**src/rtl/mbx_pkg.sv**
```systemverilog
package mbx_pkg;
   localparam int unsigned ST_W    = 8;
   localparam int unsigned OBF_BIT = 0;
   localparam int unsigned IBF_BIT = 1;
   localparam int unsigned XA2_BIT = 3;
   // bits writable by slave software
   localparam logic [ST_W-1:0] SW_MASK = 8'hF4;
endpackage

```
**src/rtl/mbx_flag.sv**
```systemverilog
module mbx_flag (
   input  logic clk,
   input  logic rst_n,
   input  logic set_i,
   input  logic clr_i,
   output logic q_o
);
   always_ff @(posedge clk or negedge rst_n) begin
      if (!rst_n)     q_o <= 1'b0;
      else if (set_i) q_o <= 1'b1;
      else if (clr_i) q_o <= 1'b0;
   end
endmodule

```
**src/rtl/mbx_hold.sv**
```systemverilog
module mbx_hold #(
   parameter int unsigned W = 8
) (
   input  logic         clk,
   input  logic         rst_n,
   input  logic         load_i,
   input  logic [W-1:0] d_i,
   output logic [W-1:0] q_o
);
   always_ff @(posedge clk or negedge rst_n) begin
      if (!rst_n)      q_o <= '0;
      else if (load_i) q_o <= d_i;
   end
endmodule

```
**src/rtl/mbx_status.sv**
```systemverilog
module mbx_status
   import mbx_pkg::*;
(
   input  logic            clk,
   input  logic            rst_n,
   input  logic            sw_wr_i,
   input  logic [ST_W-1:0] sw_wdata_i,
   input  logic            obf_i,
   input  logic            ibf_i,
   input  logic            xa2_i,
   output logic [ST_W-1:0] status_o
);
   logic [ST_W-1:0] sw_q;
   logic            unused_hw_wbits;

   assign unused_hw_wbits = ^(sw_wdata_i & ~SW_MASK);

   for (genvar i = 0; i < ST_W; i++) begin : g_bit
      if (SW_MASK[i]) begin : g_sw
         always_ff @(posedge clk or negedge rst_n) begin
            if (!rst_n)       sw_q[i] <= 1'b0;
            else if (sw_wr_i) sw_q[i] <= sw_wdata_i[i];
         end
      end else begin : g_hw
         assign sw_q[i] = 1'b0;
      end
   end

   always_comb begin
      status_o          = sw_q;
      status_o[OBF_BIT] = obf_i;
      status_o[IBF_BIT] = ibf_i;
      status_o[XA2_BIT] = xa2_i;
   end
endmodule

```
**src/rtl/mbx_host_rd.sv**
```systemverilog
module mbx_host_rd
   import mbx_pkg::*;
#(
   parameter int unsigned DATA_W = 8,
   parameter bit          RD_REG = 1'b0
) (
   input  logic              clk,
   input  logic              rst_n,
   input  logic              rd_i,
   input  logic              a2_i,
   input  logic [DATA_W-1:0] obuf_i,
   input  logic [ST_W-1:0]   status_i,
   output logic [DATA_W-1:0] rdata_o
);
   logic [DATA_W-1:0] sel;

   always_comb begin
      sel = '0;
      if (a2_i) sel[ST_W-1:0] = status_i;
      else      sel           = obuf_i;
   end

   if (RD_REG) begin : g_reg
      always_ff @(posedge clk or negedge rst_n) begin
         if (!rst_n)    rdata_o <= '0;
         else if (rd_i) rdata_o <= sel;
      end
   end else begin : g_comb
      logic unused_seq;
      assign unused_seq = clk ^ rst_n ^ rd_i;
      assign rdata_o    = sel;
   end
endmodule

```
**src/rtl/mbx_channel.sv**
```systemverilog
module mbx_channel
   import mbx_pkg::*;
#(
   parameter int unsigned DATA_W = 8,
   parameter bit          RD_REG = 1'b0
) (
   input  logic              clk,
   input  logic              rst_n,
   input  logic              hst_wr,
   input  logic              hst_rd,
   input  logic              hst_a2,
   input  logic [DATA_W-1:0] hst_wdata,
   output logic [DATA_W-1:0] hst_rdata,
   input  logic              slv_rd,
   input  logic              slv_wr,
   input  logic [DATA_W-1:0] slv_wdata,
   output logic [DATA_W-1:0] slv_rdata,
   input  logic              slv_st_wr,
   input  logic [ST_W-1:0]   slv_st_wdata,
   output logic [ST_W-1:0]   slv_st_rdata
);
   if (DATA_W < ST_W) begin : g_bad_width
      $error("mbx_channel: DATA_W must be at least the status width");
   end

   logic [DATA_W-1:0] obuf_q;
   logic              obf_q, ibf_q, xa2_q, obuf_rd;

   assign obuf_rd = hst_rd & ~hst_a2;

   mbx_hold #(.W(DATA_W)) i_ibuf (
      .clk(clk), .rst_n(rst_n), .load_i(hst_wr), .d_i(hst_wdata), .q_o(slv_rdata));

   mbx_hold #(.W(DATA_W)) i_obuf (
      .clk(clk), .rst_n(rst_n), .load_i(slv_wr), .d_i(slv_wdata), .q_o(obuf_q));

   mbx_hold #(.W(1)) i_xa2 (
      .clk(clk), .rst_n(rst_n), .load_i(hst_wr), .d_i(hst_a2), .q_o(xa2_q));

   mbx_flag i_ibf (
      .clk(clk), .rst_n(rst_n), .set_i(hst_wr), .clr_i(slv_rd), .q_o(ibf_q));

   mbx_flag i_obf (
      .clk(clk), .rst_n(rst_n), .set_i(slv_wr), .clr_i(obuf_rd), .q_o(obf_q));

   mbx_status i_status (
      .clk(clk), .rst_n(rst_n), .sw_wr_i(slv_st_wr), .sw_wdata_i(slv_st_wdata),
      .obf_i(obf_q), .ibf_i(ibf_q), .xa2_i(xa2_q), .status_o(slv_st_rdata));

   mbx_host_rd #(.DATA_W(DATA_W), .RD_REG(RD_REG)) i_host_rd (
      .clk(clk), .rst_n(rst_n), .rd_i(hst_rd), .a2_i(hst_a2),
      .obuf_i(obuf_q), .status_i(slv_st_rdata), .rdata_o(hst_rdata));
endmodule

```
**config.mk**
```make
export PLATFORM = sky130hd
export DESIGN_NAME = mbx_channel
export DESIGN_NICKNAME = d
export VERILOG_FILES = /design/src/rtl/mbx_pkg.sv /design/src/rtl/mbx_flag.sv /design/src/rtl/mbx_hold.sv /design/src/rtl/mbx_status.sv /design/src/rtl/mbx_host_rd.sv /design/src/rtl/mbx_channel.sv
export SDC_FILE = /design/constraint.sdc
export NUM_CORES = 1
export LEC_CHECK = 0
export BUFFER_PORTS_ARGS = -buffer_cell sky130_fd_sc_hd__buf_4
export CAP_MARGIN = 25
export CORE_ASPECT_RATIO = 1.2
export CORE_MARGIN = 4
export CORE_UTILIZATION = 40
export DETAILED_ROUTE_END_ITERATION = 7
export PLACE_DENSITY = 0.81
export SYNTH_ARGS = -nofsm -noshare
export SYNTH_HDL_FRONTEND = slang
export SYNTH_SLANG_ARGS = --single-unit
```
**constraint.sdc**
```tcl
create_clock -name clk -period 0.8 [get_ports clk]
set_input_delay 0.08 -clock clk [delete_from_list [all_inputs] [get_ports clk]]
set_output_delay 0.08 -clock clk [all_outputs]
set_load 0.02 [all_outputs]
```
==> results.md <==
- Final period utilization: 1.518
- Register bit total from synthesis: 24
- Hpwl dp: roughly 1.7 mm
- Max FO, Critical Path: 2
- HP Class: in2reg
- First-pass GRT wire length: ~4.2 mm
- Failing checks: setup timing
- Bufs on Longest Clock Path: 2
- Vias per cell: 4.630
- Syn-to-layout area delta: 79.10%
- Place WS: -0.09755 ns
- Startpoint Class: flop
- Final number of setup-violating endpoints: 43
- Antenna violations before repair: 0
- Synth warn: 0
- Die height: roughly 66 µm
- Htree depth: 1
- Remaining antenna violation count: 0
- # nets final: 184
- Vias in the first global route: 893
- WP data required: around 0.7 ns
- Die X: 56.17 µm
- Share of layout cells above drive strength 1: 0.7616
- Layout Skew: 0 ns
- Synth Instances: 64
- Synth Area per Inst: between 15 and 20 µm²
- Max frequency: about 800 MHz
- Crit-path cells: mux2_4 -> buf_6
- All-layer global routing usage: 0.1453
- DP Cell Count: 145
- Total congestion overflow: 0
- Drt total wl: around 3.0 mm
- Clk root buf: clkbuf_4
- Worst Max-Slew Pin Slew: between 0.2 and 0.3 ns
- Tot Pwr: 0.003131 W
- Max-Cap Viols: 0
- Mean routed wirelength per cell: approximately 16 µm
- Top-area cell type share of the netlist area: 0.5393
- Final Hold Vio Count: 0
- Die Area: about 3700 µm²
- RSZ-0062 raised after global routing: true
- Clock-pin slew on the worst setup and hold paths: 0.12 ns
- Pwr Density: between 1500 and 2000 nW/µm²
- GPL Wtd Cong: 0.7096
- Maximum vdd drop: between 1 and 1.5 mV
- CP max-delay cell: dfrtp_1
- Pin count of the biggest net entering global routing: 25
- Initial core utilization: 0.4279
- Fin. max-slew vios: 0
- Largest cells by area after synthesis: dfrtp_1, mux2_4, mux2_2, buf_6, buf_4
- Floorplan Core Area: 2603 µm²
- Syn_nets: 96
- Pleak: 0.9842 nW
- Fin worst setup slack: -0.4140 ns
- First-iteration detailed-routing DRC count: 0
- Relative slew slack: 0.8004
- Minimum clock period: 1.214 ns
- I/O Buffers: 52
- Num ports: between 50 and 60
- TritonRoute pass-1 iters: 1
- Crit path capture type: output port
- DR vias: 852
- Antenna diode count: 0
- CTS tree: built
- Outcome: finished, violations left
- Worst Path Arrival: 1.13 ns
- Fill cell count: between 150 and 200
- Synth area leader: dfrtp_1
- Clock sink count: 24
- DRC violations left: 0
- Row count: 20
- Post-synthesis instance area: 1114 µm²
- Seq/Total Area, Yosys: 0.5393
- Clock buffer count from CTS: 3
- Worst-skew pair later-pin latency: around 0.30 ns
- Hold slack: slightly below 0.01 ns
- Finished Layout Cells: approximately 180
- Distinct cell type count after synthesis: 8
- Crit Path Class: reg2out
- Largest stage delay on the critical path: ~0.42 ns
## kinds of logic after synthesis
logic type	share of synthesized area
AND/OR/NAND/NOR	0.005622
AO/OA/AOI/OAI	0.01348
flip-flops	0.5393
buffers and inverters	0.05393
multiplexers	0.3876
## registers in the layout, indices dropped and copies added, names as in the netlist
| name | flops |
|---|---|
| i_status.status_o | 5 |
| i_xa2.q_o | 1 |
| i_ibuf.q_o | 8 |
| i_obuf.q_o | 8 |
| i_ibf.q_o | 1 |
| i_obf.q_o | 1 |
## Yosys cell counts
master	count
mux2_4	25
dfrtp_1	24
mux2_2	5
buf_4	3
buf_6	3
a21o_1	2
inv_1	1
nand2b_1	1
## worst paths after layout
| kind | depth (start not counted) | startpoint | to | slack [ns] |
|---|---|---|---|---|
| max in group asynchronous | 2 | rst_n | i_status.status_o[7]$_DFFE_PN0P_ | 0.34 |
| max | 2 | i_obuf.q_o[1]$_DFFE_PN0P_ | hst_rdata[1] | -0.41 |
| min | 2 | slv_wdata[0] | i_obuf.q_o[0]$_DFFE_PN0P_ | 0.01 |
| min in group asynchronous | 2 | rst_n | i_ibuf.q_o[0]$_DFFE_PN0P_ | 0.21 |
| min reg2reg | 1 | i_obuf.q_o[4]$_DFFE_PN0P_ | i_obuf.q_o[4]$_DFFE_PN0P_ | 0.53 |
| max reg2reg | 3 | i_status.status_o[6]$_DFFE_PN0P_ | i_status.status_o[6]$_DFFE_PN0P_ | -0.21 |
## per-stage QoR
step	utilization	TNS [ns]	cell area (µm²)
5_1_grt	0.7663	-9.273	1994
2_1_floorplan	-	-0.3696	1130
4_1_cts	0.6981	-7.153	1817
3_3_place_gp	0.5841	-0.5207	1520
6_report	0.7663	-8.036	1994
3_5_place_dp	0.5841	-0.5974	1520
## cells in the final DEF (no fill, tap or decap)
cell type	count
inv_1	1
dfrtp_2	13
a21o_1	2
dlygate4sd3_1	20
clkbuf_1	1
clkbuf_4	3
mux2_2	4
mux2_4	26
nand2b_1	1
buf_6	35
buf_4	34
dfrtp_1	11
## worst max-delay path: cells and delay by family, from the launching register on
kind	cells	cell delay [ns]
flip-flops	1	0.42
multiplexers	1	0.28
buffers and inverters	1	0.13
## routing by layer
layer | global-route usage | up-vias | share of wire
li1 | - | 393 | -
met1 | 0.1602 | 424 | 0.38
met2 | 0.2705 | 35 | 0.53
met5 | 0 | - | 0
met3 | 0.05078 | 0 | 0.086
met4 | 0.02671 | 0 | 0
## what timing repair did
action	4_1_cts	5_1_grt
pin swaps	0	0
gates resized for setup	30	11
setup buffers	9	13
setup endpoints to repair	25	42
hold endpoints to repair	32	11
hold buffers	9	11
## area by class of cell
type	instances	area (µm²)	share of cell area
Clock buffer	4	26.28	0.01317
Multi-Input combinational cell	33	456.7	0.2290
Sequential cell	24	616.8	0.3093
Tap cell	33	41.29	0.02070
Timing Repair Buffer	89	849.6	0.4260
Inverter	1	3.754	0.001882
## where the power goes
| group | leakage, nW | switching (W) | internal [W] |
|---|---|---|---|
| clock network | 0.0150 | 0.000339 | 0.000194 |
| logic | 0.704 | 0.000426 | 0.000741 |
| registers | 0.265 | 0.0000880 | 0.00134 |
| total | 0.984 | 0.000854 | 0.00228 |
(Power assumes the default switching activity.)
